## src/rtl/sirq_host_pkg.sv

```systemverilog
package sirq_host_pkg;

    typedef enum logic [2:0] {
        SEQ_IDLE,
        SEQ_START,
        SEQ_START_HI,
        SEQ_FRAMES,
        SEQ_STOP,
        SEQ_STOP_HI,
        SEQ_REST
    } seq_state_e;

    localparam logic [1:0] PH_SAMPLE = 2'd1;
    localparam logic [1:0] PH_LAST   = 2'd2;

endpackage

```

## src/rtl/sirq_width_sel.sv

```systemverilog
module sirq_width_sel #(
    parameter int WIDTH_MIN = 3,
    parameter int WIDTH_MAX = 7,
    parameter int CNT_W     = 4,
    localparam int SW_W     = $clog2(WIDTH_MAX + 1)
) (
    input  logic [SW_W-1:0]  width_i,
    output logic [CNT_W-1:0] load_host_o,
    output logic [CNT_W-1:0] load_req_o
);

    localparam logic [SW_W-1:0] MIN_V = SW_W'(WIDTH_MIN);

    logic [SW_W-1:0] eff;

    always_comb begin
        eff         = (width_i < MIN_V) ? MIN_V : width_i;
        // host-opened pulse lasts eff+1 clocks, counter loads length-1
        load_host_o = CNT_W'(eff);
        // request-opened pulse: the peripheral already gave one low clock
        load_req_o  = CNT_W'(eff) - CNT_W'(1);
    end

endmodule

```

## src/rtl/sirq_level_sampler.sv

```systemverilog
module sirq_level_sampler #(
    parameter int NUM_FRAMES = 16,
    parameter int IDX_W      = 5
) (
    input  logic                  clk,
    input  logic                  rst_n,
    input  logic                  sample_en_i,
    input  logic [IDX_W-1:0]      frame_idx_i,
    input  logic                  line_i,
    output logic [NUM_FRAMES-1:0] vec_o
);

    logic [NUM_FRAMES-1:0] vec_d, vec_q;

    always_comb begin
        vec_d = vec_q;
        if (sample_en_i) begin
            // frame 1 carries nothing, frame k lands in bit k-1
            for (int i = 1; i < NUM_FRAMES; i++) begin
                if (frame_idx_i == IDX_W'(i + 1)) begin
                    vec_d[i] = ~line_i;
                end
            end
        end
    end

    always_ff @(posedge clk) begin
        if (!rst_n) begin
            vec_q <= '0;
        end else begin
            vec_q <= vec_d;
        end
    end

    assign vec_o = vec_q;

endmodule

```

## src/rtl/sirq_seq_fsm.sv

```systemverilog
module sirq_seq_fsm
    import sirq_host_pkg::*;
#(
    parameter int NUM_FRAMES = 16,
    parameter int CNT_W      = 4,
    parameter int IDX_W      = 5,
    parameter int STOP_QUIET = 2,
    parameter int STOP_CONT  = 3
) (
    input  logic             clk,
    input  logic             rst_n,
    input  logic             mode_quiet_i,
    input  logic             line_i,
    input  logic [CNT_W-1:0] load_host_i,
    input  logic [CNT_W-1:0] load_req_i,
    output logic             line_o,
    output logic             line_oe_o,
    output logic             sample_en_o,
    output logic [IDX_W-1:0] frame_idx_o
);

    localparam int LAST_TICK = 3 * NUM_FRAMES + 1;
    localparam int TICK_W    = $clog2(LAST_TICK + 1);

    typedef struct packed {
        seq_state_e        state;
        logic [CNT_W-1:0]  cnt;
        logic [TICK_W-1:0] tick;
        logic [1:0]        phase;
        logic [IDX_W-1:0]  frame;
        logic              quiet;
    } seq_regs_t;

    seq_regs_t seq_d, seq_q;
    logic      sample_en;

    always_comb begin
        seq_d     = seq_q;
        sample_en = 1'b0;
        unique case (seq_q.state)
            SEQ_IDLE: begin
                if (!line_i) begin
                    seq_d.state = SEQ_START;
                    seq_d.cnt   = load_req_i;
                end
            end
            SEQ_START: begin
                if (seq_q.cnt == '0) begin
                    seq_d.state = SEQ_START_HI;
                end else begin
                    seq_d.cnt = seq_q.cnt - CNT_W'(1);
                end
            end
            SEQ_START_HI: begin
                seq_d.state = SEQ_FRAMES;
                seq_d.tick  = TICK_W'(1);
                seq_d.phase = 2'd0;
                seq_d.frame = IDX_W'(1);
            end
            SEQ_FRAMES: begin
                if (seq_q.phase == PH_SAMPLE) begin
                    sample_en   = 1'b1;
                    seq_d.frame = seq_q.frame + IDX_W'(1);
                end
                seq_d.phase = (seq_q.phase == PH_LAST) ? 2'd0 : seq_q.phase + 2'd1;
                if (seq_q.tick == TICK_W'(LAST_TICK)) begin
                    seq_d.state = SEQ_STOP;
                    seq_d.quiet = mode_quiet_i;
                    seq_d.cnt   = mode_quiet_i ? CNT_W'(STOP_QUIET - 1)
                                               : CNT_W'(STOP_CONT - 1);
                end else begin
                    seq_d.tick = seq_q.tick + TICK_W'(1);
                end
            end
            SEQ_STOP: begin
                if (seq_q.cnt == '0) begin
                    seq_d.state = SEQ_STOP_HI;
                end else begin
                    seq_d.cnt = seq_q.cnt - CNT_W'(1);
                end
            end
            SEQ_STOP_HI: begin
                seq_d.state = SEQ_REST;
            end
            SEQ_REST: begin
                if (seq_q.quiet) begin
                    seq_d.state = SEQ_IDLE;
                end else begin
                    seq_d.state = SEQ_START;
                    seq_d.cnt   = load_host_i;
                end
            end
            default: begin
                seq_d.state = SEQ_REST;
            end
        endcase
    end

    always_ff @(posedge clk) begin
        if (!rst_n) begin
            seq_q <= '{state: SEQ_REST, cnt: '0, tick: '0,
                       phase: 2'd0, frame: '0, quiet: 1'b0};
        end else begin
            seq_q <= seq_d;
        end
    end

    always_comb begin
        line_oe_o = (seq_q.state == SEQ_START)    || (seq_q.state == SEQ_STOP) ||
                    (seq_q.state == SEQ_START_HI) || (seq_q.state == SEQ_STOP_HI);
        line_o    = !((seq_q.state == SEQ_START) || (seq_q.state == SEQ_STOP));
    end

    assign sample_en_o = sample_en;
    assign frame_idx_o = seq_q.frame;

endmodule

```

## src/rtl/sirq_host_ctrl.sv

```systemverilog
module sirq_host_ctrl #(
    parameter int NUM_FRAMES = 16,
    parameter int WIDTH_MIN  = 3,
    parameter int WIDTH_MAX  = 7,
    parameter int STOP_QUIET = 2,
    parameter int STOP_CONT  = 3,
    localparam int SW_W      = $clog2(WIDTH_MAX + 1)
) (
    input  logic                  clk,
    input  logic                  rst_n,
    input  logic                  mode_quiet_i,
    input  logic [SW_W-1:0]       start_width_i,
    input  logic                  line_i,
    output logic                  line_o,
    output logic                  line_oe_o,
    output logic [NUM_FRAMES-1:0] irq_vec_o
);

    localparam int CNT_W = $clog2(WIDTH_MAX + 2);
    localparam int IDX_W = $clog2(NUM_FRAMES + 2);

    logic [CNT_W-1:0] load_host, load_req;
    logic             sample_en;
    logic [IDX_W-1:0] frame_idx;

    sirq_width_sel #(
        .WIDTH_MIN (WIDTH_MIN),
        .WIDTH_MAX (WIDTH_MAX),
        .CNT_W     (CNT_W)
    ) u_width (
        .width_i     (start_width_i),
        .load_host_o (load_host),
        .load_req_o  (load_req)
    );

    sirq_seq_fsm #(
        .NUM_FRAMES (NUM_FRAMES),
        .CNT_W      (CNT_W),
        .IDX_W      (IDX_W),
        .STOP_QUIET (STOP_QUIET),
        .STOP_CONT  (STOP_CONT)
    ) u_seq (
        .clk          (clk),
        .rst_n        (rst_n),
        .mode_quiet_i (mode_quiet_i),
        .line_i       (line_i),
        .load_host_i  (load_host),
        .load_req_i   (load_req),
        .line_o       (line_o),
        .line_oe_o    (line_oe_o),
        .sample_en_o  (sample_en),
        .frame_idx_o  (frame_idx)
    );

    sirq_level_sampler #(
        .NUM_FRAMES (NUM_FRAMES),
        .IDX_W      (IDX_W)
    ) u_levels (
        .clk         (clk),
        .rst_n       (rst_n),
        .sample_en_i (sample_en),
        .frame_idx_i (frame_idx),
        .line_i      (line_i),
        .vec_o       (irq_vec_o)
    );

endmodule

```

## config.mk

```make
export PLATFORM = sky130hd
export DESIGN_NAME = sirq_host_ctrl
export DESIGN_NICKNAME = d
export VERILOG_FILES = /design/src/rtl/sirq_host_pkg.sv /design/src/rtl/sirq_width_sel.sv /design/src/rtl/sirq_level_sampler.sv /design/src/rtl/sirq_seq_fsm.sv /design/src/rtl/sirq_host_ctrl.sv
export SDC_FILE = /design/constraint.sdc
export NUM_CORES = 1
export LEC_CHECK = 0
export CAP_MARGIN = 10
export CORE_MARGIN = 10
export CORE_UTILIZATION = 65
export CTS_BUF_LIST = sky130_fd_sc_hd__clkbuf_8 sky130_fd_sc_hd__clkbuf_16
export CTS_CLUSTER_DIAMETER = 100
export DETAILED_ROUTE_END_ITERATION = 10
export DONT_BUFFER_PORTS = 1
export PLACE_DENSITY = 0.81
export RECOVER_POWER = 50
export SETUP_SLACK_MARGIN = 0.02
export SKIP_CTS_REPAIR_TIMING = 1
export SYNTH_ARGS = -nofsm -noshare
export SYNTH_HDL_FRONTEND = slang
export SYNTH_SLANG_ARGS = --single-unit
```

## constraint.sdc

```tcl
create_clock -name clk -period 3.9 [get_ports clk]
set_clock_uncertainty 0.15 [all_clocks]
set_input_delay 0 -clock clk [delete_from_list [all_inputs] [get_ports clk]]
set_output_delay 0 -clock clk [all_outputs]
set_load 0.01 [all_outputs]
```

==> flow_summary.json <==
{
  "status": "finished, violations left",
  "failed_checks": "hold timing",
  "final_nets": 238,
  "post_synth_most_frequent_cells": "dfxtp_1 (36), nor2_1 (26), mux2i_1 (14), a21oi_1 (13), nand4_1 (13)",
  "synth_top_flop_cell": "dfxtp_1",
  "path_buf_inv": 0,
  "root_buffer": "clkbuf_8",
  "path_common_cell": "nor2_1",
  "post-synth-top-area-cell": "dfxtp_1",
  "clk-insertion-delay-late_ns": 0.28,
  "final.hold.worst_slack_ns": -0.0335,
  "post-synth-top-count-cell": "dfxtp_1",
  "route.final.wire_length_um": 4420,
  "cts_made_buffers": 5,
  "wl_per_cell_um": 17.4,
  "netlist_area_mm2": 0.00197,
  "path_cells": "xnor2_1 -> nor2_1 -> mux2i_1 -> ha_1 -> nor2_1 -> a31oi_1 -> o22a_1 -> a311oi_2",
  "floorplan.initialDensity_pct": 69.6,
  "post_synth_main_area_contributors": "dfxtp_1 (37%), mux2i_1 (7.1%), ha_1 (5.1%), nor2_1 (5.0%), nand4_1 (4.1%)",
  "via_count_of_the_first_global_routing_pass": 1452,
  "maximum_number_of_pins_on_one_net_before_global_route_repair": 26,
  "drc": 0,
  "die-height_um": 75.0,
  "vdd_ir_drop_max_v": 0.000313,
  "setup_viol_count_final": 0,
  "cp_top_family": "flip-flops",
  "cts_sink_count": 36,
  "dp_hpwl_um": 3190,
  "total_power_mw": 0.980,
  "vias": 1635,
  "number_of_search_and_repair_iterations_in_the_first_detailed_routing_pass": 5,
  "finalWeightedCongestion": 0.930,
  "first_pass_grt_wire_length_um": 7160,
  "final-max-slew-violation-count": 0,
  "postSynthAreaPerCell_um2": 8.63,
  "route.detailed.vias_per_inst": 6.44,
  "yosysUniqueCellTypes": 49,
  "max_clock_freq_mhz": 376,
  "critical_path.startpoint_type": "flip-flop",
  "initialDrtViolationCount": 181,
  "critical_path_required_ns": 3.94,
  "syn2layout_area_growth_pct": 3.88,
  "timing.critical_path.slowest_stage_cell": "dfxtp_1",
  "hold_viol": 1,
  "p_per_area_mw_per_mm2": 479,
  "drive_gt1_share_pct": 5.83,
  "ys.warnings.count": 0,
  "worstHoldStart": "mode_quiet_i",
  "synth-edff-count": 0,
  "critical_path_class": "flip-flop to flip-flop",
  "synthCells": 228,
  "synth_net_count": 243,
  "tritoncts": "done",
  "port-buffer-count": 0,
  "grt_antenna_before_repair": 0,
  "synth_seq_cells": 36,
  "period_share_pct": 68.1,
  "core-area_mm2": 0.00283,
  "min_period_ns": 2.66,
  "die_area_mm2": 0.00563,
  "globalRouteOverflowTotal": 0,
  "i_o_pin_total": 25,
  "worst-slew-pin-transition_ns": 0.857,
  "synth_seq_area_share_pct": 36.6,
  "worst-endpoint-arrival_ns": 2.70,
  "setup.worst_path.end_class": "flip-flop",
  "antenna_cells_inserted": 0,
  "cts_buffer_depth": 2,
  "synthDominantCellAreaShare_pct": 36.6,
  "grt_setup_unrepaired": "false",
  "gr-usage-all-layers_pct": 16.4,
  "dieWidth_um": 75.0,
  "cts.reportedPaths.clkPinSlew_ns": 0.07,
  "floorplan.rows": 19,
  "worst-path-max-fanout": 20,
  "htree_num_levels": 2,
  "filler_cell_count": 220,
  "setup_total_negative_slack_ns": 0,
  "async_flop_share_pct": 0,
  "ant_nets": 0,
  "critical-path-max-stage-delay_ns": 0.69,
  "hold_class": "input pin to flip-flop",
  "slew_headroom_pct": 42.7,
  "maxCapViolations": 0,
  "power.static_leakage_nw": 0.807
}
worst register-to-register path, delay by kind of cell (launching register included):
family	cells	cell delay [ns]
AO/OA/AOI/OAI	3	0.52
XOR/XNOR	1	0.18
adder cells (fa/ha/maj)	1	0.29
flip-flops	1	0.69
multiplexers	1	0.27
AND/OR/NAND/NOR	2	0.47
state kept, by name (all words and copies together) (netlist names), named ones only:
signal / cells
u_seq.frame_idx_o: 5
u_levels.vec_o: 15
u_seq.seq_q: 15
where the power goes:
group          switching [mW]  internal, mW
logic                   0.170         0.124
clock network           0.119         0.118
registers              0.0512         0.396
cell families (layout without fill, tap and decap cells):
logic type	after synthesis	after routing	share of synthesized area [%]
compound gates	51	51	18.8
xor+xnor	10	10	4.45
fa+ha+maj	8	8	5.09
buf+inv	27	22	5.79
flops	36	36	36.6
mux	14	14	7.12
other cells	1	1	0.191
simple gates	81	81	22.0
cells in the final DEF (no fill, tap or decap), types with 5 or more instances in the layout:
master and n:
nand2_1 10, dfxtp_1 36, nor2_1 26, nand4_1 13, a21oi_1 13, mux2i_1 14, clkbuf_8 5, a31oi_1 6
ha_1 8, inv_1 11, a311oi_1 6, nor2b_1 6, xor2_1 7, nand2b_1 6
layout make-up:
| cell class | instances | area (um^2) | share of cell area (%) |
|---|---|---|---|
| flip-flops and latches | 36 | 721 | 35.3 |
| clock inverters | 2 | 8.76 | 0.428 |
| well taps | 31 | 38.8 | 1.90 |
| clock buffers | 5 | 68.8 | 3.37 |
| inverters | 11 | 41.3 | 2.02 |
| multi-input cells | 165 | 1130 | 55.2 |
| repair buffers | 4 | 37.5 | 1.84 |
routing by layer:
layer | share of wire, % | global-route usage [%] | routed length (um) | up-vias
li1 | - | - | - | 806
met1 | 43 | 20.9 | 1890 | 757
met2 | 47 | 24.4 | 2080 | 63
met3 | 8.8 | 6.18 | 388 | 9
met4 | 1.4 | 6.09 | 61 | 0
met5 | 0 | 0 | 0 | -
final timing paths:
| path | end | slack [ns] | cells after the start |
|---|---|---|---|
| setup / recovery | u_seq.seq_q[15] | 1.24 | 8 |
| hold reg to reg | u_seq.seq_q[17] | 0.27 | 2 |
| setup reg to reg | u_seq.seq_q[15] | 1.24 | 8 |
| hold / removal | u_seq.seq_q[14] | -0.03 | 3 |
metrics by stage:
stage | std cells | hold WS (ns) | utilization [%] | cell area (um^2) | setup slack, ns
finish | 254 | -0.0335 | 72.3 | 2040 | 1.24
global route | 254 | 0.0221 | 72.3 | 2040 | 0.990
CTS | 251 | -0.354 | 71.4 | 2020 | 1.25
detailed placement | 244 | -0.0602 | 68.6 | 1940 | 1.29
global placement | 244 | -0.0708 | 68.6 | 1940 | 1.42
floorplan | 228 | -0.00280 | - | 1970 | 1.76
Note: power is estimated with default switching activity, not from simulation.
